[src/rtl/ecc_cap_pkg.sv]
package ecc_cap_pkg;

    typedef enum logic [0:0] {
        ST_ARMED = 1'b0,
        ST_HELD  = 1'b1
    } cap_state_e;

    localparam int SYN_W  = 8;
    localparam int RID_W  = 8;
    localparam int WORD_W = 32;
    localparam int STAT_W = 8;

    localparam logic SEL_ENABLE = 1'b0;
    localparam logic SEL_STATUS = 1'b1;

endpackage

[src/rtl/ecc_cap_fsm.sv]
module ecc_cap_fsm
    import ecc_cap_pkg::*;
(
    input  logic clk,
    input  logic rst_n,
    input  logic enable,
    input  logic err_valid,
    input  logic clr_req,
    output logic capture,
    output logic wipe,
    output logic held
);

    cap_state_e state_q;
    cap_state_e state_d;
    logic       take_err;

    assign take_err = enable && err_valid;

    // state register
    always_ff @(posedge clk or negedge rst_n) begin
        if (!rst_n) begin
            state_q <= ST_ARMED;
        end else begin
            state_q <= state_d;
        end
    end

    // next state: capture, release, recapture, drop
    always_comb begin
        state_d = state_q;
        unique case (state_q)
            ST_ARMED: begin
                if (take_err) state_d = ST_HELD;
            end
            ST_HELD: begin
                if (clr_req && !take_err) state_d = ST_ARMED;
            end
            default: state_d = ST_ARMED;
        endcase
    end

    // outputs
    always_comb begin
        capture = 1'b0;
        wipe    = 1'b0;
        held    = 1'b0;
        unique case (state_q)
            ST_ARMED: begin
                capture = take_err;
            end
            ST_HELD: begin
                held    = 1'b1;
                capture = take_err && clr_req;
                wipe    = clr_req && !take_err;
            end
            default: ;
        endcase
    end


    recapture_chk: assert property (@(posedge clk) disable iff (!rst_n)
        (held && clr_req && take_err) |=> (state_q == ST_HELD));


    release_chk: assert property (@(posedge clk) disable iff (!rst_n)
        (held && clr_req && !take_err) |=> (state_q == ST_ARMED));

endmodule

[src/rtl/ecc_cap_regs.sv]
module ecc_cap_regs
    import ecc_cap_pkg::*;
#(
    parameter int ADDR_W = 40
) (
    input  logic                  clk,
    input  logic                  rst_n,
    input  logic                  capture,
    input  logic                  wipe,
    input  logic                  err_multi,
    input  logic [SYN_W-1:0]      err_syndrome,
    input  logic [RID_W-1:0]      err_requester,
    input  logic [ADDR_W-3:0]     err_waddr,
    output logic [WORD_W-1:0]     log_q,
    output logic [WORD_W-1:0]     addr_lo_q,
    output logic [WORD_W-1:0]     addr_hi_q
);

    localparam int LO_BITS = WORD_W - 2;
    localparam int HI_W    = ADDR_W - WORD_W;

    logic [WORD_W-1:0] log_d;
    logic [WORD_W-1:0] lo_d;
    logic [WORD_W-1:0] hi_d;

    always_comb begin
        log_d        = '0;
        log_d[7:0]   = err_syndrome;
        log_d[8]     = err_multi;
        log_d[23:16] = err_requester;
        lo_d         = {err_waddr[LO_BITS-1:0], 2'b00};
    end

    generate
        if (HI_W > 0) begin : g_upper
            assign hi_d = {{(WORD_W-HI_W){1'b0}}, err_waddr[ADDR_W-3:LO_BITS]};
        end else begin : g_no_upper
            assign hi_d = '0;
        end
    endgenerate

    always_ff @(posedge clk or negedge rst_n) begin
        if (!rst_n) begin
            log_q     <= '0;
            addr_lo_q <= '0;
            addr_hi_q <= '0;
        end else if (capture) begin
            log_q     <= log_d;
            addr_lo_q <= lo_d;
            addr_hi_q <= hi_d;
        end else if (wipe) begin
            log_q     <= '0;
            addr_lo_q <= '0;
            addr_hi_q <= '0;
        end
    end


    log_reserved_chk: assert property (@(posedge clk) disable iff (!rst_n)
        (log_q[15:9] == 7'd0) && (log_q[31:24] == 8'd0));


    addr_align_chk: assert property (@(posedge clk) disable iff (!rst_n)
        addr_lo_q[1:0] == 2'b00);

endmodule

[src/rtl/ecc_cap_ctrl.sv]
module ecc_cap_ctrl
    import ecc_cap_pkg::*;
(
    input  logic              clk,
    input  logic              rst_n,
    input  logic              wr_en,
    input  logic              wr_sel,
    input  logic              wr_bit,
    input  logic              held,
    output logic              enable,
    output logic              clr_req,
    output logic [STAT_W-1:0] status,
    output logic              irq
);

    logic enable_q;
    logic irq_q;

    always_ff @(posedge clk or negedge rst_n) begin
        if (!rst_n) begin
            enable_q <= 1'b0;
        end else if (wr_en && (wr_sel == SEL_ENABLE)) begin
            enable_q <= wr_bit;
        end
    end

    assign clr_req = wr_en && (wr_sel == SEL_STATUS) && wr_bit;

    always_comb begin
        status    = '0;
        status[0] = held;
    end

    always_ff @(posedge clk or negedge rst_n) begin
        if (!rst_n) begin
            irq_q <= 1'b0;
        end else begin
            irq_q <= |status;
        end
    end

    assign enable = enable_q;
    assign irq    = irq_q;


    irq_rise_chk: assert property (@(posedge clk) disable iff (!rst_n)
        $rose(held) |=> irq);


    irq_fall_chk: assert property (@(posedge clk) disable iff (!rst_n)
        $fell(held) |=> !irq);

endmodule

[src/rtl/ecc_err_capture.sv]
module ecc_err_capture
    import ecc_cap_pkg::*;
#(
    parameter int ADDR_W = 40
) (
    input  logic              clk,
    input  logic              rst_n,
    input  logic              err_valid,
    input  logic              err_multi,
    input  logic [7:0]        err_syndrome,
    input  logic [7:0]        err_requester,
    input  logic [ADDR_W-3:0] err_waddr,
    input  logic              cfg_wr_en,
    input  logic              cfg_wr_sel,
    input  logic              cfg_wr_bit,
    output logic              ctl_enable,
    output logic [31:0]       log_q,
    output logic [31:0]       addr_lo_q,
    output logic [31:0]       addr_hi_q,
    output logic [7:0]        int_status,
    output logic              irq
);

    logic enable;
    logic clr_req;
    logic capture;
    logic wipe;
    logic held;

    ecc_cap_ctrl u_ctrl (
        .clk     (clk),
        .rst_n   (rst_n),
        .wr_en   (cfg_wr_en),
        .wr_sel  (cfg_wr_sel),
        .wr_bit  (cfg_wr_bit),
        .held    (held),
        .enable  (enable),
        .clr_req (clr_req),
        .status  (int_status),
        .irq     (irq)
    );

    ecc_cap_fsm u_fsm (
        .clk       (clk),
        .rst_n     (rst_n),
        .enable    (enable),
        .err_valid (err_valid),
        .clr_req   (clr_req),
        .capture   (capture),
        .wipe      (wipe),
        .held      (held)
    );

    ecc_cap_regs #(.ADDR_W(ADDR_W)) u_regs (
        .clk           (clk),
        .rst_n         (rst_n),
        .capture       (capture),
        .wipe          (wipe),
        .err_multi     (err_multi),
        .err_syndrome  (err_syndrome),
        .err_requester (err_requester),
        .err_waddr     (err_waddr),
        .log_q         (log_q),
        .addr_lo_q     (addr_lo_q),
        .addr_hi_q     (addr_hi_q)
    );

    assign ctl_enable = enable;


    drop_hold_chk: assert property (@(posedge clk) disable iff (!rst_n)
        (held && err_valid && !clr_req) |=>
            ($stable(log_q) && $stable(addr_lo_q) && $stable(addr_hi_q) && int_status[0]));


    disabled_quiet_chk: assert property (@(posedge clk) disable iff (!rst_n)
        (!held && !enable) |=> (int_status == 8'd0));


    capture_set_chk: assert property (@(posedge clk) disable iff (!rst_n)
        (!held && enable && err_valid) |=> int_status[0]);


    status_upper_chk: assert property (@(posedge clk) disable iff (!rst_n)
        int_status[7:1] == 7'd0);

endmodule

[config.mk]
export PLATFORM = sky130hd
export DESIGN_NAME = ecc_err_capture
export DESIGN_NICKNAME = d
export VERILOG_FILES = /design/src/rtl/ecc_cap_pkg.sv /design/src/rtl/ecc_cap_fsm.sv /design/src/rtl/ecc_cap_regs.sv /design/src/rtl/ecc_cap_ctrl.sv /design/src/rtl/ecc_err_capture.sv
export SDC_FILE = /design/constraint.sdc
export NUM_CORES = 1
export LEC_CHECK = 0
export ABC_CLOCK_PERIOD_IN_PS = 2000
export BUFFER_PORTS_ARGS = -buffer_cell sky130_fd_sc_hd__buf_2
export CAP_MARGIN = 10
export CORE_ASPECT_RATIO = 1.2
export CORE_UTILIZATION = 41
export DETAILED_ROUTE_END_ITERATION = 7
export MAX_ROUTING_LAYER = met4
export PLACE_DENSITY = 0.75
export SKIP_CTS_REPAIR_TIMING = 1
export SLEW_MARGIN = 40
export SYNTH_ARGS = -nofsm -noshare
export SYNTH_HDL_FRONTEND = slang
export SYNTH_SLANG_ARGS = --single-unit
[constraint.sdc]
create_clock -name clk -period 2 [get_ports clk]
set_clock_uncertainty 0.1 [all_clocks]
set_input_delay 0.1 -clock clk [delete_from_list [all_inputs] [get_ports clk]]
set_output_delay 0.1 -clock clk [all_outputs]
set_load 0.1 [all_outputs]
# --- Word level (Yosys, flattened, before mapping) ---
# Index checks and enable logic that the tools add are counted.
classes:
  muxes: 10
  reduce_logical: 8
  n_bitwise: 2
op_table:
  columns: ["operator", "n"]
  rows:
  - ["two-way mux 32 bit", 4]
  - ["logical AND 1 bit", 6]
  - ["two-way mux 1 bit", 4]
  - ["one-hot mux 1 bit (2 select lines)", 2]
  - ["inverter 1 bit", 2]
  - ["nonzero test 2 bit", 1]
  - ["zero test 1 bit", 1]
totals:
  ff_bits: 99
  elab_cells: 26

# --- Longest topological paths before layout ---
# Gate-level depths: netlist of the first run.
depth:
  depth_word: 6
  depth_mapped: 5
  depth_no_buf: 3

# --- Hierarchy ---
# Synthesis of the first run repeated with hierarchy kept, for this count alone.
unflattened:
  cells_unflattened: 185
  hier_area_um2: 2496.1
modules_own_cells:
  columns: ["mod", "cells_per_inst", "seq_area_each_um2", "instances", "area_each_um2"]
  rows:
  - ["ecc_cap_regs", 164, 1376.3, 1, 2301.0]
  - ["ecc_cap_ctrl", 14, 50.0, 1, 142.6]
  - ["ecc_cap_fsm", 7, 25.0, 1, 52.6]

# --- Worst setup path after synthesis of the first run ---
# Ideal clock, no wire load.
synth_path:
  kind: "register -> register"
  start: "register u_ctrl.enable_q, in the netlist u_ctrl.enable"
  end: "register u_regs.addr_hi_q[0]"
  setup_time_ns: 0.122
  synth_period_minus_slack_ns: 2.134
  arrival_time_ns: 1.912
  slack_ns: -0.134
  path_stages_with_launch: 6
  path_buffers: 2
  cell_sequence: "dfrtp_1 -> nand2_1 -> mux2_2 -> buf_6 -> buf_6 -> a22o_1"
synth_via:
  elab_chain_len: 5
  word_cells_on_any_way: 8
  cone_classes: "3 x mux; 5 x reduce/logical"
synth_rtl:
  columns: ["element", "line_no", "source"]
  rows:
  - ["start: declaration", "ecc_cap_ctrl.sv:16", "logic enable_q;"]
  - ["start signal: assignment", "ecc_cap_ctrl.sv:23", "enable_q <= wr_bit;"]
  - ["logical AND 1 bit *", "ecc_cap_fsm.sv:18", "assign take_err = enable && err_valid;"]
  - ["zero test 1 bit", "ecc_cap_fsm.sv:55", "wipe = clr_req && !take_err;"]
  - ["logical AND 1 bit", "ecc_cap_fsm.sv:55", null]
  - ["two-way mux 1 bit", "ecc_cap_fsm.sv:48", "unique case (state_q)"]
  - ["nonzero test 2 bit (no source line)", null, null]
  - ["end signal: assignment", "ecc_cap_regs.sv:50", "addr_hi_q <= hi_d;"]
  - ["end: declaration", "ecc_cap_regs.sv:16", "output logic [WORD_W-1:0] addr_hi_q"]
# Mark *: on every way between the ends. The rest lies on a longest branch, timed or not.
# A chain may end at the register's enable or synchronous reset.

# --- Worst setup path after layout of the first run ---
layout_path:
  start: "input port err_valid"
  end: "register u_regs.log_q[6]"
layout_via:
  elab_chain_len: 5
  word_cells_on_any_way: 8
  cone_classes: "3 x mux; 5 x reduce/logical"
layout_rtl:
  columns: ["element", "line_no", "source"]
  rows:
  - ["start: declaration", "ecc_err_capture.sv:8", "input logic err_valid,"]
  - ["logical AND 1 bit *", "ecc_cap_fsm.sv:18", null]
  - ["zero test 1 bit", "ecc_cap_fsm.sv:55", null]
  - ["logical AND 1 bit", "ecc_cap_fsm.sv:55", null]
  - ["two-way mux 1 bit", "ecc_cap_fsm.sv:48", null]
  - ["nonzero test 2 bit (no source line)", null, null]
  - ["end signal: assignment", "ecc_cap_regs.sv:48", "log_q <= log_d;"]
  - ["end: declaration", "ecc_cap_regs.sv:14", "output logic [WORD_W-1:0] log_q,"]
# Marked as above.

==> impl_metrics.ini, run 1 <==
[outcome]
outcome = finished, final reports clean

[cells_and_area]
synthToLayoutAreaGrowth_pct = 51.8
finish.utilization_pct = 65.4
layout-drive-gt1-share_pct = 38.9
final_nets = 421
sequential_cell_area_mm2 = 0.00145
multiInputGateArea_um2 = 732
antenna_cells = 0
nFillCells = 459

[sta]
final_number_of_setup_violating_endpoints = 0
max_freq_ghz = 0.613
hold_viol_final = 0
max-slew-margin-rel_pct = 60.1
fin_crit_ps = 1630
drv_slew = 0
setup_repair_after_global_routing_missed_its_margin = no
period_share_pct = 81.6
worst_slew_pin_slew_ps = 598
setup_total_negative_slack_ps = 0

[route]
drtAntennaViolNets = 0
vias_per_cell = 4.42
detailedRoute.firstPassIterationCount = 2
drt_iter0_drc = 79
post_detailed_routing_wire_length_um = 6240
routedWlPerCell_um = 14.0
routed_vias = 1969
remaining_drc_errors = 0

[global_route]
grt_antenna_before_repair = 0
grt_pass1_vias = 1694
global_route.overflow_total = 0
global_route_wire_length_before_repair_um = 8050
grt_max_degree = 56
grt.total_usage_pct = 17.8

[setup_path]
critical_path.startpoint_type = input pin
r2r-end = u_regs.log_q[6]$_DFFE_PN0P_
timing.rr.start = u_fsm.state_q$_DFF_PN0_
worstPathRequired_ps = 2100
worst_ep_arrival_time_ps = 1730
worst-setup-path-type = in2reg
endpoint_kind = register
setup.reg_to_reg.worst_slack_ps = 410
worst_r2r_path_depth = 2
worst-path-max-fanout = 55

[synth]
synth_fa_ha_area_share_pct = 0
postSynthRegisterBits = 58
synth_simple_gate_area_share_pct = 1.12
synth_warnings = 0
syn-instance-count = 182
synth_top_area_share_pct = 59.1
yosys-top-cells-area = sky130_fd_sc_hd__dfrtp_1 (59%), sky130_fd_sc_hd__a22o_1 (20%), sky130_fd_sc_hd__buf_4 (15%), sky130_fd_sc_hd__buf_6 (2.8%), sky130_fd_sc_hd__buf_2 (1.0%)
synth.largest_area_cell = sky130_fd_sc_hd__dfrtp_1
synth.distinct_cells = 11
synth_compound_area_share_pct = 20.0
mappedNetlistArea_mm2 = 0.00246
synthFlopType = sky130_fd_sc_hd__dfrtp_1
asyncSetResetFlopFracSynth_pct = 100
post_synth_edffs = 0
ys_top_cells_by_count = sky130_fd_sc_hd__dfrtp_1 (58), sky130_fd_sc_hd__a22o_1 (55), sky130_fd_sc_hd__buf_4 (49)
synth_xor_area_share_pct = 0
synth_sequential_area_ratio_pct = 59.1
muxShareOfSynthArea_pct = 0.917
synth_most_common_cell = sky130_fd_sc_hd__dfrtp_1
synth_top_family_by_area = compound AO/OA/AOI/OAI gates
syn-mean-instance-area_um2 = 13.5

[floorplanning]
start_util_pct = 43.0
top_level_ports = 167
die-area_mm2 = 0.00631
core_region_mm2 = 0.00571
die_boundary_width_um = 72.7
die_height_um = 86.8
std_cell_rows = 30

[power]
p_int_w = 0.00295
power.share.clock_pct = 18.7
power.switching_w = 0.00397
power.density_cell_area_mw_per_mm2 = 1860
ir_drop_uv = 870
fraction_of_power_consumed_by_sequential_logic_pct = 24.7
sw_frac_of_total_pct = 57.4
leakage_power_of_the_design_nw = 2.01
power_frac_comb_pct = 56.6

[place]
post-dp-hpwl_um = 3630
routabilityCongestion = 0.717
port-buffer-count = 118

[worst_hold_path]
hold_path_startpoint = cfg_wr_en
hold_path_end = u_fsm.state_q$_DFF_PN0_
timing.hold.worst_path_depth = 4
timing.hold.worst.class = in2reg

[clocking]
cts_inserted_buffers = 9
tritoncts = built
clockBufferDepth = 2
clk_transition_reported_paths_ps = 60
clock_latency_ps = 320
numClockSinks = 58
ctsHtreeMaxLevel = 3
clk_root_buffer_cell = sky130_fd_sc_hd__clkbuf_8

[job]
maxCapViolCount = 0
==> registers in the layout, summed over array words and instances (netlist names) <==
register / cells
u_fsm.state_q: 1
u_regs.addr_lo_q: 30
u_ctrl.enable: 1
u_regs.addr_hi_q: 8
u_regs.log_q: 17
u_ctrl.irq: 1
==> power groups by stage <==
| stage | registers [W] | clock network (W) | logic (W) |
|---|---|---|---|
| 2_1_floorplan | 0.00419 | 0 | 0.000887 |
| 3_3_place_gp | 0.00172 | 0 | 0.00379 |
| 3_5_place_dp | 0.00171 | 0 | 0.00383 |
| 4_1_cts | 0.00170 | 0.00133 | 0.00383 |
| 5_1_grt | 0.00175 | 0.00137 | 0.00402 |
| 6_report | 0.00171 | 0.00129 | 0.00392 |
==> critical path, cell delays in order <==
cell	delay, ps
sky130_fd_sc_hd__dlygate4sd3_1	540
sky130_fd_sc_hd__buf_2	110
sky130_fd_sc_hd__nand2_1	110
sky130_fd_sc_hd__mux2_4	520
sky130_fd_sc_hd__a22o_1	330
==> stage by stage <==
step / instance area [µm²] / power [W] / instances / hold slack, ps / worst slack, ps
after floorplan: 2630 / 0.00507 / 229 / -296 / 172
after global placement: 2900 / 0.00550 / 371 / -63.3 / 183
after global routing: 3730 / 0.00714 / 445 / 44.9 / 334
final: 3730 / 0.00692 / 445 / 37.0 / 369
after detailed placement: 2910 / 0.00554 / 371 / -59.1 / 439
after CTS: 3150 / 0.00685 / 387 / -422 / 429
==> cell usage in the layout (no fill, tap or decap) <==
cell type,n
sky130_fd_sc_hd__a22o_1,55
sky130_fd_sc_hd__dlygate4sd3_1,58
sky130_fd_sc_hd__nand2_1,3
sky130_fd_sc_hd__clkbuf_1,1
sky130_fd_sc_hd__bufinv_16,3
sky130_fd_sc_hd__dfrtp_2,1
sky130_fd_sc_hd__clkinvlp_4,1
sky130_fd_sc_hd__a21oi_4,1
sky130_fd_sc_hd__conb_1,48
sky130_fd_sc_hd__mux2_4,1
sky130_fd_sc_hd__dfrtp_1,57
sky130_fd_sc_hd__nand3_2,1
sky130_fd_sc_hd__clkinv_4,2
sky130_fd_sc_hd__mux2_2,1
sky130_fd_sc_hd__clkbuf_8,9
sky130_fd_sc_hd__buf_4,4
sky130_fd_sc_hd__nor2b_1,1
sky130_fd_sc_hd__buf_2,118
==> per-layer routing <==
layer	wire length, µm	global-route usage [%]
met3	339	5.35
met5	0	-
met1	2520	21.0
met4	127	9.98
met2	3250	27.1
==> cells by family (layout without fill, tap and decap cells) <==
logic type | count (synthesis) | after routing
simple gates | 5 | 5
compound gates | 56 | 56
buf+inv | 60 | 196
flops | 58 | 58
mux | 2 | 2
other cells | 1 | 48
==> layout make-up <==
class	instances	share of cell area [%]
clock inverters	6	3.09
flip-flops and latches	58	39.0
clock buffers	10	3.42
multi-input cells	111	19.6
repair buffers	180	32.2
well taps	80	2.68
==> worst max-delay path by stage <==
stage / startpoint / endpoint
after floorplan: u_ctrl.enable$_DFFE_PN0P_ / u_regs.addr_hi_q[0]$_DFFE_PN0P_
after global placement: u_ctrl.enable$_DFFE_PN0P_ / u_regs.log_q[7]$_DFFE_PN0P_
after detailed placement: u_fsm.state_q$_DFF_PN0_ / u_regs.log_q[1]$_DFFE_PN0P_
after CTS: u_fsm.state_q$_DFF_PN0_ / u_regs.addr_lo_q[19]$_DFFE_PN0P_
after global routing: err_valid / u_regs.log_q[6]$_DFFE_PN0P_
final: err_valid / u_regs.log_q[6]$_DFFE_PN0P_
(Power assumes the default switching activity.)
==> run 2: changes to the inputs <==
ABC_CLOCK_PERIOD_IN_PS = 1700   (was 2000)
clock period = 1.7 ns   (was 2 ns; I/O delays follow)
==> run 2 against run 1 <==
Sequential share of layout area fell by 0.40 points. Clock power barely moved. Core utilization rose by 0.79 points. Sequential power rose by 17%. Cell count rose by 0.67%. Setup slack got worse by 250 ps. Clock-buffer cell count rose by 3. Register-to-register slack got worse by 270 ps. Critical path depth rose by 2. Sequential cell count did not move. Via count rose by 2.4%. Wire length fell by 0.75%. Largest power group unchanged. Highest routed layer unchanged.
==> impl_metrics.ini, run 2 (synthesis results as in run 1) <==
[sta]
max_freq_ghz = 0.631
final_number_of_setup_violating_endpoints = 0
hold_viol_final = 0
drv_slew = 0
holdWs_ps = 24.1
max-slew-margin-rel_pct = 60.8
worst_slew_pin_slew_ps = 588
setup_total_negative_slack_ps = 0
period_share_pct = 93.3
setup_repair_after_global_routing_missed_its_margin = no
fin_crit_ps = 1590

[power]
power_frac_comb_pct = 58.8
power.density_cell_area_mw_per_mm2 = 2100
power.share.clock_pct = 16.0
fraction_of_power_consumed_by_sequential_logic_pct = 25.2
p_int_w = 0.00332
ir_drop_uv = 1350
power.switching_w = 0.00461
sw_frac_of_total_pct = 58.2
leakage_power_of_the_design_nw = 2.03

[job]
maxCapViolCount = 0

[worst_hold_path]
timing.hold.worst.class = in2reg
hold_path_startpoint = cfg_wr_en

[clocking]
clk_transition_reported_paths_ps = 60
tritoncts = built
clockBufferDepth = 2
cts_inserted_buffers = 9
clock_latency_ps = 320
numClockSinks = 58
ctsHtreeMaxLevel = 3
clk_root_buffer_cell = sky130_fd_sc_hd__clkbuf_8

[setup_path]
worst_ep_arrival_time_ps = 1730
worst-path-max-fanout = 22
critical_path.startpoint_type = input pin
worstPathRequired_ps = 1850
worstSetupStartpoint = cfg_wr_bit
timing.rr.start = u_fsm.state_q$_DFF_PN0_
worst-setup-path-type = in2reg
endpoint_kind = register

[cells_and_area]
reg_top3 = u_regs.addr_lo_q: 30 flops, u_regs.log_q: 17 flops, u_regs.addr_hi_q: 8 flops
final_design_area_no_fill_mm2 = 0.00377
final_nets = 425
largest_register_ffs = 30
antenna_cells = 0
nFillCells = 447
top_register = u_regs.addr_lo_q
final_common_cell = sky130_fd_sc_hd__buf_2
layout-drive-gt1-share_pct = 39.7
commonest_cells_after_routing_fill_and_taps_aside = sky130_fd_sc_hd__buf_2 (118), sky130_fd_sc_hd__dlygate4sd3_1 (58), sky130_fd_sc_hd__dfrtp_1 (57), sky130_fd_sc_hd__a22o_1 (55), sky130_fd_sc_hd__conb_1 (48)
synthToLayoutAreaGrowth_pct = 53.6

[route]
routedWlPerCell_um = 13.8
remaining_drc_errors = 0
detailedRoute.firstPassIterationCount = 4
routed_vias = 2016
drtAntennaViolNets = 0
post_detailed_routing_wire_length_um = 6200
vias_per_cell = 4.50
drt_iter0_drc = 112

[floorplanning]
std_cell_rows = 30
top_level_ports = 167
die-area_mm2 = 0.00631
start_util_pct = 43.0
core_region_mm2 = 0.00571
die_boundary_width_um = 72.7
die_height_um = 86.8

[global_route]
global_route.overflow_total = 0
grt.total_usage_pct = 16.1
grt_max_degree = 42
grt_antenna_before_repair = 0
grt_pass1_vias = 1519
global_route_wire_length_before_repair_um = 7330

[place]
port-buffer-count = 118
routabilityCongestion = 0.680
post-dp-hpwl_um = 3490
post_dp_cell_area_mm2 = 0.00299

[outcome]
outcome = finished, final reports clean
==> run 2: cell count changes in the layout (fill, tap and decap cells not counted), sizes merged <==
cell / before / now
clkinv: 2 / 1
bufinv: 3 / 1
clkbuf: 10 / 13
buf: 122 / 126
clkinvlp: 1 / 0
==> run 2: metrics by stage <==
step                setup WS (ps)  total power, W  util [%]  cells
floorplan                    21.5         0.00597         -    229
global placement             -260         0.00650      51.6    373
detailed placement            160         0.00655      52.4    375
CTS                           144         0.00783      56.0    390
global route                 22.5         0.00820      66.1    448
finish                        114         0.00793      66.1    448
==> run 2: layout make-up <==
type,instances,area [µm²],area share (%)
Sequential cell,58,1460,38.6
Timing Repair Buffer,184,1280,34.0
Multi-Input combinational cell,111,731,19.4
Clock buffer,13,169,4.48
Tap cell,80,100,2.65
Clock inverter,2,35.0,0.928
==> run 2: routing by layer <==
| layer | vias to the layer above | global-route usage, % | routed length (µm) |
|---|---|---|---|
| met2 | 109 | 24.6 | 3320 |
| li1 | 925 | - | - |
| met1 | 969 | 19.6 | 2410 |
| met5 | - | - | 0 |
| met4 | 0 | 8.38 | 141 |
| met3 | 13 | 4.19 | 330 |
==> run 2: critical path, cell delays in order <==
cell and delay, ps:
sky130_fd_sc_hd__dlygate4sd3_1 530, sky130_fd_sc_hd__buf_2 120, sky130_fd_sc_hd__nand3_2 120, sky130_fd_sc_hd__a21oi_4 350
sky130_fd_sc_hd__buf_16 200, sky130_fd_sc_hd__buf_4 170, sky130_fd_sc_hd__a22o_1 140
==> run 2: worst paths after layout <==
check / end / slack, ps / cells after the start
worst max-delay path: u_regs.log_q[3]$_DFFE_PN0P_ / 110 / 7
worst min-delay path: u_fsm.state_q$_DFF_PN0_ / 20 / 4
worst max register to register: u_regs.log_q[8]$_DFFE_PN0P_ / 140 / 4
worst min register to register: u_regs.log_q[1]$_DFFE_PN0P_ / 400 / 1
max in group asynchronous: u_regs.addr_lo_q[31]$_DFFE_PN0P_ / 700 / 3
min in group asynchronous: u_regs.addr_lo_q[29]$_DFFE_PN0P_ / 200 / 2
==> run 2: power groups by stage <==
stage          logic (W)  registers, W  clock network (W)
2_1_floorplan    0.00104       0.00493                  0
3_3_place_gp     0.00450       0.00200                  0
3_5_place_dp     0.00454       0.00201                  0
4_1_cts          0.00454       0.00199            0.00130
5_1_grt          0.00478       0.00205            0.00137
6_report         0.00466       0.00200            0.00127
==> run 3: changes to the inputs <==
BUFFER_PORTS_ARGS = -buffer_cell sky130_fd_sc_hd__clkbuf_2   (was -buffer_cell sky130_fd_sc_hd__buf_2)
PLACE_DENSITY = 0.8   (was 0.75)
RECOVER_POWER = 100   (was default)
==> run 3 against run 2 <==
Clock-buffer cell count unchanged. Global-route usage shrank 0.12 points. Sequential cell count is the same. Combinational power shrank 1%. Via count fell by 1.9%. Cell count decreased by 0.67%. Fmax fell by 0.68%. First-iteration DRC count down 36%. Core utilization shrank 1.9 points. Setup slack worse by 11 ps. Critical path depth fell by 1. Critical path type unchanged. Critical endpoint is now u_regs.addr_lo_q[31]$_DFFE_PN0P_. Largest cell class unchanged. Highest routed layer unchanged.
==> impl_metrics.ini, run 3 (synthesis results as in run 1) <==
[outcome]
outcome = finished, final reports clean

[route]
routed_vias = 1978
post_detailed_routing_wire_length_um = 6110
routedWlPerCell_um = 13.7
drtAntennaViolNets = 0
detailedRoute.firstPassIterationCount = 4
drt_iter0_drc = 72
remaining_drc_errors = 0
vias_per_cell = 4.44

[job]
maxCapViolCount = 0

[sta]
hold_viol_final = 0
max_freq_ghz = 0.626
worst_slew_pin_slew_ps = 746
holdWs_ps = 0.728
final_number_of_setup_violating_endpoints = 0
max-slew-margin-rel_pct = 50.3
period_share_pct = 93.9
fin_crit_ps = 1600
setup_repair_after_global_routing_missed_its_margin = no
setup_total_negative_slack_ps = 0
drv_slew = 0
postLayoutSetupSlackWorst_ps = 103

[cells_and_area]
final_nets = 421
layout-drive-gt1-share_pct = 38.4
synthToLayoutAreaGrowth_pct = 49.3
nFillCells = 413
layout.cells.non_filler = 445
antenna_cells = 0
final_common_cell = sky130_fd_sc_hd__clkbuf_2
top_register = u_regs.addr_lo_q
reg_top3 = u_regs.addr_lo_q: 30 flops, u_regs.log_q: 17 flops, u_regs.addr_hi_q: 8 flops
largest_register_ffs = 30
commonest_cells_after_routing_fill_and_taps_aside = sky130_fd_sc_hd__clkbuf_2 (117), sky130_fd_sc_hd__dlygate4sd3_1 (58), sky130_fd_sc_hd__dfrtp_1 (57), sky130_fd_sc_hd__a22o_1 (55), sky130_fd_sc_hd__conb_1 (48)

[setup_path]
endpoint_kind = register
worst_stage_delay_on_the_critical_path_ps = 520
worst-setup-path-type = in2reg
worstPathRequired_ps = 1800
worst_ep_arrival_time_ps = 1700
worst_path_max_delay_cell = sky130_fd_sc_hd__dlygate4sd3_1
worst-path-max-fanout = 55
critical_path.startpoint_type = input pin
cell_by_cell_trace_of_the_critical_path = dlygate4sd3_1 -> clkbuf_1 -> nand3_2 -> mux2_2 -> buf_6 -> a22o_1

[clocking]
clockBufferDepth = 2
ctsHtreeMaxLevel = 3
cts_inserted_buffers = 9
clk_root_buffer_cell = sky130_fd_sc_hd__clkbuf_8
clock_latency_ps = 330
tritoncts = built
clk_transition_reported_paths_ps = 60
numClockSinks = 58

[global_route]
busiest_layer = met2
grt.total_usage_pct = 16.0
grt_pass1_vias = 1533
global_route_wire_length_before_repair_um = 7140
grt_antenna_before_repair = 0
grt_use_met2_pct = 24.6
grt_util_met3_pct = 4.65
groute.layer.met1.usage_pct = 18.9
global_route.overflow_total = 0
grt_max_degree = 59

[floorplanning]
core_region_mm2 = 0.00571
die-area_mm2 = 0.00631
die_height_um = 86.8
start_util_pct = 43.0
die_boundary_width_um = 72.7
top_level_ports = 167
std_cell_rows = 30

[place]
dpl.cell_count = 371
post-dp-hpwl_um = 3240
routabilityCongestion = 0.650
pre_cts_ws_ps = 243
port-buffer-count = 118

[power]
leakage_power_of_the_design_nw = 1.97
power.density_cell_area_mw_per_mm2 = 2090
design_power_total_w = 0.00767
ir_drop_uv = 1120

[worst_hold_path]
timing.hold.worst.class = in2reg
run 3: worst paths after layout:
check	from	endpoint	slack (ps)	cells past startpoint
worst max-delay path	cfg_wr_bit	u_regs.addr_lo_q[31]$_DFFE_PN0P_	100	6
worst min-delay path	cfg_wr_en	u_fsm.state_q$_DFF_PN0_	0.7	4
worst max register to register	u_ctrl.enable$_DFFE_PN0P_	u_regs.addr_lo_q[31]$_DFFE_PN0P_	170	4
worst min register to register	u_regs.log_q[20]$_DFFE_PN0P_	u_regs.log_q[20]$_DFFE_PN0P_	400	1
max in group asynchronous	rst_n	u_ctrl.enable$_DFFE_PN0P_	560	3
min in group asynchronous	rst_n	u_regs.addr_lo_q[5]$_DFFE_PN0P_	370	3
run 3: worst max-delay path, delay by kind of cell:
family / cells / cell delay, ps
compound gates: 1 / 290
buf+inv: 3 / 880
mux: 1 / 290
simple gates: 1 / 130
run 3: area by class of cell:
class,count,area (µm²),area share (%)
flip-flops and latches,58,1460,39.7
repair buffers,180,1220,33.2
multi-input cells,111,731,19.9
clock buffers,13,149,4.06
well taps,80,100,2.73
clock inverters,3,15.0,0.410
run 3: power by group:
group          total, W  internal (W)  switching (W)
registers       0.00203       0.00178       0.000241
logic           0.00461      0.000705        0.00390
clock network   0.00104      0.000562       0.000480
run 3: stage by stage:
stage	cell area (µm²)	utilization (%)
after floorplan	2640	-
after global placement	2940	51.6
after detailed placement	2940	51.6
after CTS	3110	54.5
after global routing	3670	64.3
final	3670	64.3
run 3: layer usage:
metal,wire length (µm),vias up
li1,-,919
met1,2360,946
met2,3250,105
met3,429,8
met4,76,0
met5,0,-
